$ cat config.mk
export PLATFORM = sky130hd
export DESIGN_NAME = fsl_and_stage
export DESIGN_NICKNAME = d
export VERILOG_FILES = /design/src/rtl/fsl_pkg.sv /design/src/rtl/fsl_and_cell.sv /design/src/rtl/fsl_wave_done.sv /design/src/rtl/fsl_order_watch.sv /design/src/rtl/fsl_and_stage.sv
export SDC_FILE = /design/constraint.sdc
export NUM_CORES = 1
export LEC_CHECK = 0
export ABC_CLOCK_PERIOD_IN_PS = 1700
export BUFFER_PORTS_ARGS = -buffer_cell sky130_fd_sc_hd__buf_4
export CAP_MARGIN = 0
export CELL_PAD_IN_SITES_DETAIL_PLACEMENT = 1
export CELL_PAD_IN_SITES_GLOBAL_PLACEMENT = 2
export CORE_ASPECT_RATIO = 1.25
export CORE_MARGIN = 2
export CORE_UTILIZATION = 33
export DETAILED_ROUTE_END_ITERATION = 10
export PLACE_DENSITY = 0.84
export SLEW_MARGIN = 25
export SYNTH_ARGS = -nofsm -noshare
export SYNTH_HDL_FRONTEND = slang
export SYNTH_SLANG_ARGS = --single-unit
$ cat constraint.sdc
create_clock -name clk -period 1.7 [get_ports clk]
set_input_delay 0.255 -clock clk [delete_from_list [all_inputs] [get_ports clk]]
set_output_delay 0.255 -clock clk [all_outputs]
set_load 0.01 [all_outputs]
$ cat src/rtl/fsl_pkg.sv
// Shared two-rail digit type and code helpers.
// A digit {hi,lo}: phase = hi ^ lo, value = hi.
package fsl_pkg;

    typedef logic [1:0] digit_t;

    // Phase carried by a digit.
    function automatic logic dig_phase(input digit_t d);
        return d[1] ^ d[0];
    endfunction

    // Logic value carried by a digit.
    function automatic logic dig_value(input digit_t d);
        return d[1];
    endfunction

    // Build the digit for a given phase and value.
    function automatic digit_t dig_code(input logic ph, input logic val);
        return {val, val ^ ph};
    endfunction

endpackage

$ cat src/rtl/fsl_and_cell.sv
// One bit of the stage: a two-input AND on two-rail digits with hysteresis.
// The output register is loaded only when both operand digits agree on a
// phase that differs from the stored phase. Otherwise it holds.
// Assumes operands change by legal single-rail steps between phases.
module fsl_and_cell
    import fsl_pkg::*;
(
    input  logic   clk,
    input  logic   rst_n,
    input  digit_t a_dig,
    input  digit_t b_dig,
    output digit_t y_dig
);

    logic   agree;
    logic   fresh;
    digit_t next_dig;

    // Decide whether the operands form a complete new wave for this bit.
    always_comb begin
        agree    = (dig_phase(a_dig) == dig_phase(b_dig));
        fresh    = agree && (dig_phase(a_dig) != dig_phase(y_dig));
        next_dig = dig_code(dig_phase(a_dig), dig_value(a_dig) & dig_value(b_dig));
    end

    // Output storage: load on a fresh wave, hold otherwise.
    always_ff @(posedge clk) begin
        if (!rst_n)
            y_dig <= 2'b00;
        else if (fresh)
            y_dig <= next_dig;
    end

endmodule

$ cat src/rtl/fsl_wave_done.sv
// Completion detector for the output word.
// Flags the cycle in which every output digit has left the phase of the
// last completed wave, then records the new phase.
module fsl_wave_done
    import fsl_pkg::*;
#(
    parameter int WIDTH = 4
) (
    input  logic               clk,
    input  logic               rst_n,
    input  logic [2*WIDTH-1:0] y_word,
    output logic               done,
    output logic               phase_o
);

    logic [WIDTH-1:0] moved;
    logic             cur_phase;

    // Per-digit test: has this digit left the recorded phase?
    for (genvar i = 0; i < WIDTH; i++) begin : g_moved
        assign moved[i] = dig_phase(y_word[2*i +: 2]) ^ cur_phase;
    end

    // Whole word complete once every digit has moved.
    always_comb begin
        done = &moved;
    end

    // Record the phase of each completed wave.
    always_ff @(posedge clk) begin
        if (!rst_n)
            cur_phase <= 1'b0;
        else if (done)
            cur_phase <= ~cur_phase;
    end

    assign phase_o = cur_phase;

endmodule

$ cat src/rtl/fsl_order_watch.sv
// Operand-side sequencing monitor.
// Remembers the last operand word that was complete (all digits in one
// phase). It flags a newly complete word with different content that
// repeats the remembered phase. The flag is registered.
module fsl_order_watch
    import fsl_pkg::*;
#(
    parameter int WIDTH = 4
) (
    input  logic               clk,
    input  logic               rst_n,
    input  logic [2*WIDTH-1:0] a_word,
    input  logic [2*WIDTH-1:0] b_word,
    output logic               order_err
);

    localparam int NDIG = 2 * WIDTH;
    localparam int WBITS = 2 * NDIG;

    logic [WBITS-1:0] word;
    logic [WBITS-1:0] last_word;
    logic             last_phase;
    logic [NDIG-1:0]  ph;
    logic             complete;
    logic             repeat_fault;

    assign word = {b_word, a_word};

    // Phase of every operand digit.
    for (genvar i = 0; i < NDIG; i++) begin : g_ph
        assign ph[i] = dig_phase(word[2*i +: 2]);
    end

    // Completeness and the repeated-phase fault condition.
    always_comb begin
        complete     = (&ph) | ~(|ph);
        repeat_fault = complete && (ph[0] == last_phase) && (word != last_word);
    end

    // Track the last complete word and register the fault flag.
    always_ff @(posedge clk) begin
        if (!rst_n) begin
            last_word  <= '0;
            last_phase <= 1'b0;
            order_err  <= 1'b0;
        end else begin
            order_err <= repeat_fault;
            if (complete) begin
                last_word  <= word;
                last_phase <= ph[0];
            end
        end
    end

endmodule

$ cat src/rtl/fsl_and_stage.sv
// Word-wide two-phase dual-rail AND stage.
// One hysteresis cell per bit, a completion detector on the output word,
// and a sequencing monitor on the operands.
module fsl_and_stage
    import fsl_pkg::*;
#(
    parameter int WIDTH = 4
) (
    input  logic               clk,
    input  logic               rst_n,
    input  logic [2*WIDTH-1:0] a_rails,
    input  logic [2*WIDTH-1:0] b_rails,
    output logic [2*WIDTH-1:0] y_rails,
    output logic               wave_done,
    output logic               wave_phase,
    output logic               order_err
);

    // Bit cells.
    for (genvar i = 0; i < WIDTH; i++) begin : g_cell
        fsl_and_cell u_cell (
            .clk   (clk),
            .rst_n (rst_n),
            .a_dig (a_rails[2*i +: 2]),
            .b_dig (b_rails[2*i +: 2]),
            .y_dig (y_rails[2*i +: 2])
        );
    end

    fsl_wave_done #(.WIDTH(WIDTH)) u_done (
        .clk     (clk),
        .rst_n   (rst_n),
        .y_word  (y_rails),
        .done    (wave_done),
        .phase_o (wave_phase)
    );

    fsl_order_watch #(.WIDTH(WIDTH)) u_order (
        .clk       (clk),
        .rst_n     (rst_n),
        .a_word    (a_rails),
        .b_word    (b_rails),
        .order_err (order_err)
    );

endmodule

### Yosys cells after proc, flatten, opt, wreduce, memory -nomap -nowiden

Cells that the tools add are included.

| storage, ports and cells | value |
|---|---|
| register bits after elaboration | 27 |
| logic and storage cells | 54 |

| operators by class | value |
|---|---|
| reduce and logical (&&, ||, !) cells | 9 |
| eq/ne operators | 10 |
| bitwise operators | 27 |

Operators with widths:

| cell | count |
|---|---|
| 1-bit XOR | 20 |
| 16-bit inequality test | 1 |
| 8-bit AND reduction | 1 |
| 8-bit OR reduction | 1 |
| 1-bit logical AND | 6 |
| 1-bit == test | 5 |
| 1-bit bitwise AND | 4 |
| 1-bit inequality test | 4 |
| 4-bit AND reduction | 1 |
| 1-bit NOT | 2 |
| 1-bit OR | 1 |

### Longest topological paths before layout

| depth | value |
|---|---|
| depth in word-level cells | 6 |
| depth in mapped cells | 7 |
| mapped depth without buffers | 5 |

### By module

From an unflattened synthesis, not the netlist that was laid out.

| unflattened totals | value |
|---|---|
| cells, all modules | 252 |
| area, all modules | 2072.0 sq um |

Modules (own cells, without submodules):

| module | instances | sequential area each (sq um) | area each (sq um) | cells an instance |
|---|---|---|---|---|
| fsl_order_watch | 1 | 360.3 | 1014.7 | 111 |
| fsl_and_cell | 4 | 40.0 | 239.0 | 32 |
| fsl_wave_done | 1 | 20.0 | 101.3 | 13 |

### Worst setup path before layout

No wires, ideal clock.

| timing | value |
|---|---|
| kind | input -> register |
| start point | in a_rails[3] |
| end point | reg u_order.last_word[10] |
| setup time | 119 ps |
| stages on the path | 6 |
| arrival time | 1415 ps |
| path slack | 166 ps |
| buffers on the path | 2 |
| data required time | 1581 ps |
| path through | buf_4 xor2_1 nor4_2 a21oi_4 buf_6 mux2i_1 |

| between the ends | value |
|---|---|
| cells in the longest elaborated chain, start to end | 4 |

RTL lines:

| item | RTL line | RTL |
|---|---|---|
| start, declared | fsl_and_stage.sv:11 | `input logic [2*WIDTH-1:0] a_rails,` |
| 1-bit XOR (*) | fsl_pkg.sv:9 | `return d[1] ^ d[0];` |
| 8-bit OR reduction | fsl_order_watch.sv:36 | `complete = (&ph) \| ~(\|ph);` |
| 1-bit NOT | fsl_order_watch.sv:36 |  |
| 1-bit OR (*) | fsl_order_watch.sv:36 |  |
| end signal, assigned | fsl_order_watch.sv:49 | `last_word <= word;` |
| end, declared | fsl_order_watch.sv:21 | `logic [WBITS-1:0] last_word;` |

Mark *: on every way between the ends. The rest lies on a longest branch, timed or not.
A chain may end at the register's enable or synchronous reset.

### Final worst setup path

| timing | value |
|---|---|
| start point | reg g_cell[2].u_cell.y_dig[0] |
| end point | out wave_done |

| between the ends | value |
|---|---|
| cells in the longest elaborated chain, start to end | 3 |

RTL lines:

| item | RTL line | RTL |
|---|---|---|
| start, declared | fsl_and_cell.sv:12 | `output digit_t y_dig` |
| start signal, assigned | fsl_and_cell.sv:31 | `y_dig <= next_dig;` |
| 1-bit XOR | fsl_pkg.sv:9 |  |
| 1-bit XOR | fsl_wave_done.sv:21 | `assign moved[i] = dig_phase(y_word[2*i +: 2]) ^ cur_phase;` |
| 4-bit AND reduction | fsl_wave_done.sv:26 | `done = &moved;` |
| end, declared | fsl_and_stage.sv:14 | `output logic wave_done,` |

No other way between the ends.

==> results.ini <==
[run_status]
status=finished clean

[timing]
fin_skew_ps=4.56
setup_ws_ps=72.5
rsz0062_at_grt=no
worst_pin_slew_ps=713
whs_ps=375
fmax_ghz=0.614
final-hold-violation-count=0
finalCritPeriodShare_pct=95.7
setup_violations=0
max-slew-margin-rel_pct=52.3
min_period_ps=1630
slew_violations=0

[floorplan]
die_h_um=91
io_pins=29
start_util_pct=34.3
num_rows=31
die_w_um=73.6
die-area_um2=6700
core-area_um2=5820

[worst_setup_path]
crit_type=register to primary output
cp.depth=4
critPathMaxStageDelay_ps=430
crit_chain=xnor2_4, nor3_2, a2bb2o_1, buf_4
crit_buf_inv=1
critical_path_arrival_ps=1370
worstRegToRegCells=5
cp_top_family=flip-flops
cp.required_ps=1440
worst-path-max-fanout=2
start_kind=register
endpoint_kind=primary output
cpMaxStageDelayCell=dfxtp_1

[synthesis]
synth_ff_type=dfxtp_1
synth_edf_count=0
async_flop_share_pct=0
yosysTopAreaCellShare_pct=27.1
syn_nets=278
ys.warnings.count=0
ys_seq_area_share_pct=27.1
ys_seq_elements=27
ys_types=40
synthTopCellsByArea=dfxtp_1, xor2_1, mux2i_1, nand2_1, o21ai_0
synthCells=260
netlist_area_um2=2000
synth.avg_cell_area_um2=7.69
yosysTopAreaCell=dfxtp_1

[cells_and_area]
diodes=0
area_delta_synth_final_pct=22.7
utilization_pct=42.2
fin_cells=356
nets=309
drive_gt1_share_pct=25.5
fill_cells=708

[clocking]
cts_made_buffers=3
cts-htree-levels=1
cts.clk_slew.worst_paths_ps=100
cts_buffer_depth=2
cts_root_buffer=clkbuf_8
tritoncts=yes
clk-insertion-delay-late_ps=280
clock_sinks=27

[placed_design]
hpwl_um=3870
port_buffers=28
place_ws_ps=-210
gp_congestion=0.768
dp.cells=351

[grt]
grt_pass1_vias=1758
grt_max_degree=29
grt_pass1_wl_um=8730
antenna_found_initial=0
grt.total_usage_pct=16.0
grt_overflow=0

[routing]
vias_per_cell=5.38
first_iter_violations=88
first_pass_iters=4
routedWlPerCell_um=14.7
vias=1917
wl_um=5230
ant_nets=0
drc=0

[min_path]
hold_depth=3
hp-class=input pin to register

[power_and_ir_drop]
sequentialPowerShare_pct=45.7
leakage_nw=1.09
p_sw_share_pct=31.4
pwr-share-clk_pct=26.9
p_per_area_nw_per_um2=589
max-vdd-ir-drop_v=0.000285
intPower_mw=0.991
p_switching_mw=0.453
p_comb_share_pct=27.4

[job]
drv_cap=0

## cell usage after synthesis (2+ instances only)
cell / n
nor3_1: 2
nand4_1: 3
o21ai_0: 21
nor4_2: 2
buf_4: 5
xor2_2: 2
o221ai_1: 2
mux2i_1: 16
nand2b_1: 3
inv_1: 6
and2_1: 2
nand3_1: 11
a21oi_1: 9
xnor2_1: 5
nand4b_1: 6
nor2_1: 17
o31ai_1: 3
a31oi_1: 4
a32oi_1: 4
nor4_1: 5
clkbuf_1: 19
and3_1: 3
buf_6: 3
xor2_1: 22
nand2_1: 36
buf_2: 2
a211oi_1: 8
dfxtp_1: 27
## cells in the final DEF, fill, tap and decap left out, types with 4 or more instances in the layout
| cell type | instances |
|---|---|
| nor2_1 | 17 |
| nand4b_1 | 6 |
| nor4_1 | 5 |
| a211oi_1 | 8 |
| buf_4 | 56 |
| mux2i_1 | 16 |
| nand2_1 | 36 |
| nand3_1 | 10 |
| a21oi_1 | 9 |
| a31oi_1 | 4 |
| o21ai_0 | 21 |
| inv_1 | 6 |
| a32oi_1 | 4 |
| xor2_1 | 22 |
| dfxtp_1 | 24 |
## stage by stage
step	power (mW)	TNS, ps	cell area [um^2]
after detailed placement	1.05	-3070	2340
after global routing	1.54	0	2450
after global placement	1.04	-2520	2340
after CTS	1.43	0	2400
final	1.44	0	2450
after floorplan	0.912	0	2000
## registers in the layout, indices dropped and copies added, names as in the netlist
| name | count |
|---|---|
| u_order.last_word | 16 |
| u_done.phase_o | 1 |
| g_cell.u_cell.y_dig | 8 |
| u_order.order_err | 1 |
| u_order.last_phase | 1 |
## routing by layer
| metal | global-route usage [%] | wire (um) | vias up |
|---|---|---|---|
| met4 | 5.00 | 95 | 0 |
| met1 | 22.7 | 2490 | 921 |
| met5 | 0 | 0 | - |
| met2 | 25.2 | 2560 | 22 |
| met3 | 1.44 | 79 | 7 |
| li1 | - | - | 967 |
## power by group through the flow
| stage | clock network, mW | logic [mW] | registers, mW |
|---|---|---|---|
| detailed placement | 0 | 0.380 | 0.669 |
| finish | 0.388 | 0.396 | 0.659 |
| global placement | 0 | 0.374 | 0.668 |
| global route | 0.436 | 0.439 | 0.662 |
| CTS | 0.390 | 0.384 | 0.656 |
| floorplan | 0 | 0.242 | 0.670 |
## worst reg2reg max path: stages (launching register included)
cell and delay, ps:
dfxtp_1 340, xor2_1 160, nor4_1 380, nand4_1 150, nand3_1 110, nor2_1 50
## path summary, 6_finish.rpt
| kind | from | to | slack [ps] |
|---|---|---|---|
| min | rst_n | g_cell[2].u_cell.y_dig[0] | 370 |
| min reg2reg | u_order.last_word[12] | u_order.last_word[12] | 480 |
| max reg2reg | u_order.last_word[10] | u_order.order_err | 390 |
| max | g_cell[2].u_cell.y_dig[0] | wave_done | 70 |
## cell families after synthesis
kind of cell           count (synthesis)  share of synthesized area (%)
AND/OR/NAND/NOR                       92                           22.7
AO/OA/AOI/OAI                         60                           19.8
buffers and inverters                 36                           8.95
XOR/XNOR                              29                           13.5
flip-flops                            27                           27.1
multiplexers                          16                           8.01
## layout make-up
| cell class | count | area (um^2) | area share (%) |
|---|---|---|---|
| Clock buffer | 3 | 41.3 | 1.68 |
| Tap cell | 66 | 82.6 | 3.37 |
| Inverter | 6 | 22.5 | 0.918 |
| Multi-Input combinational cell | 197 | 1330 | 54.4 |
| Sequential cell | 27 | 544 | 22.2 |
| Clock inverter | 1 | 7.51 | 0.306 |
| Timing Repair Buffer | 56 | 420 | 17.1 |
## timing repair
action | 4_1_cts | 5_1_grt
gates resized for setup | 3 | 7
pin swaps | 0 | 4
hold buffers | 0 | 0
setup endpoints to repair | 1 | 1
buffers inserted | 0 | 1
Power figures use the tool's default switching activity.
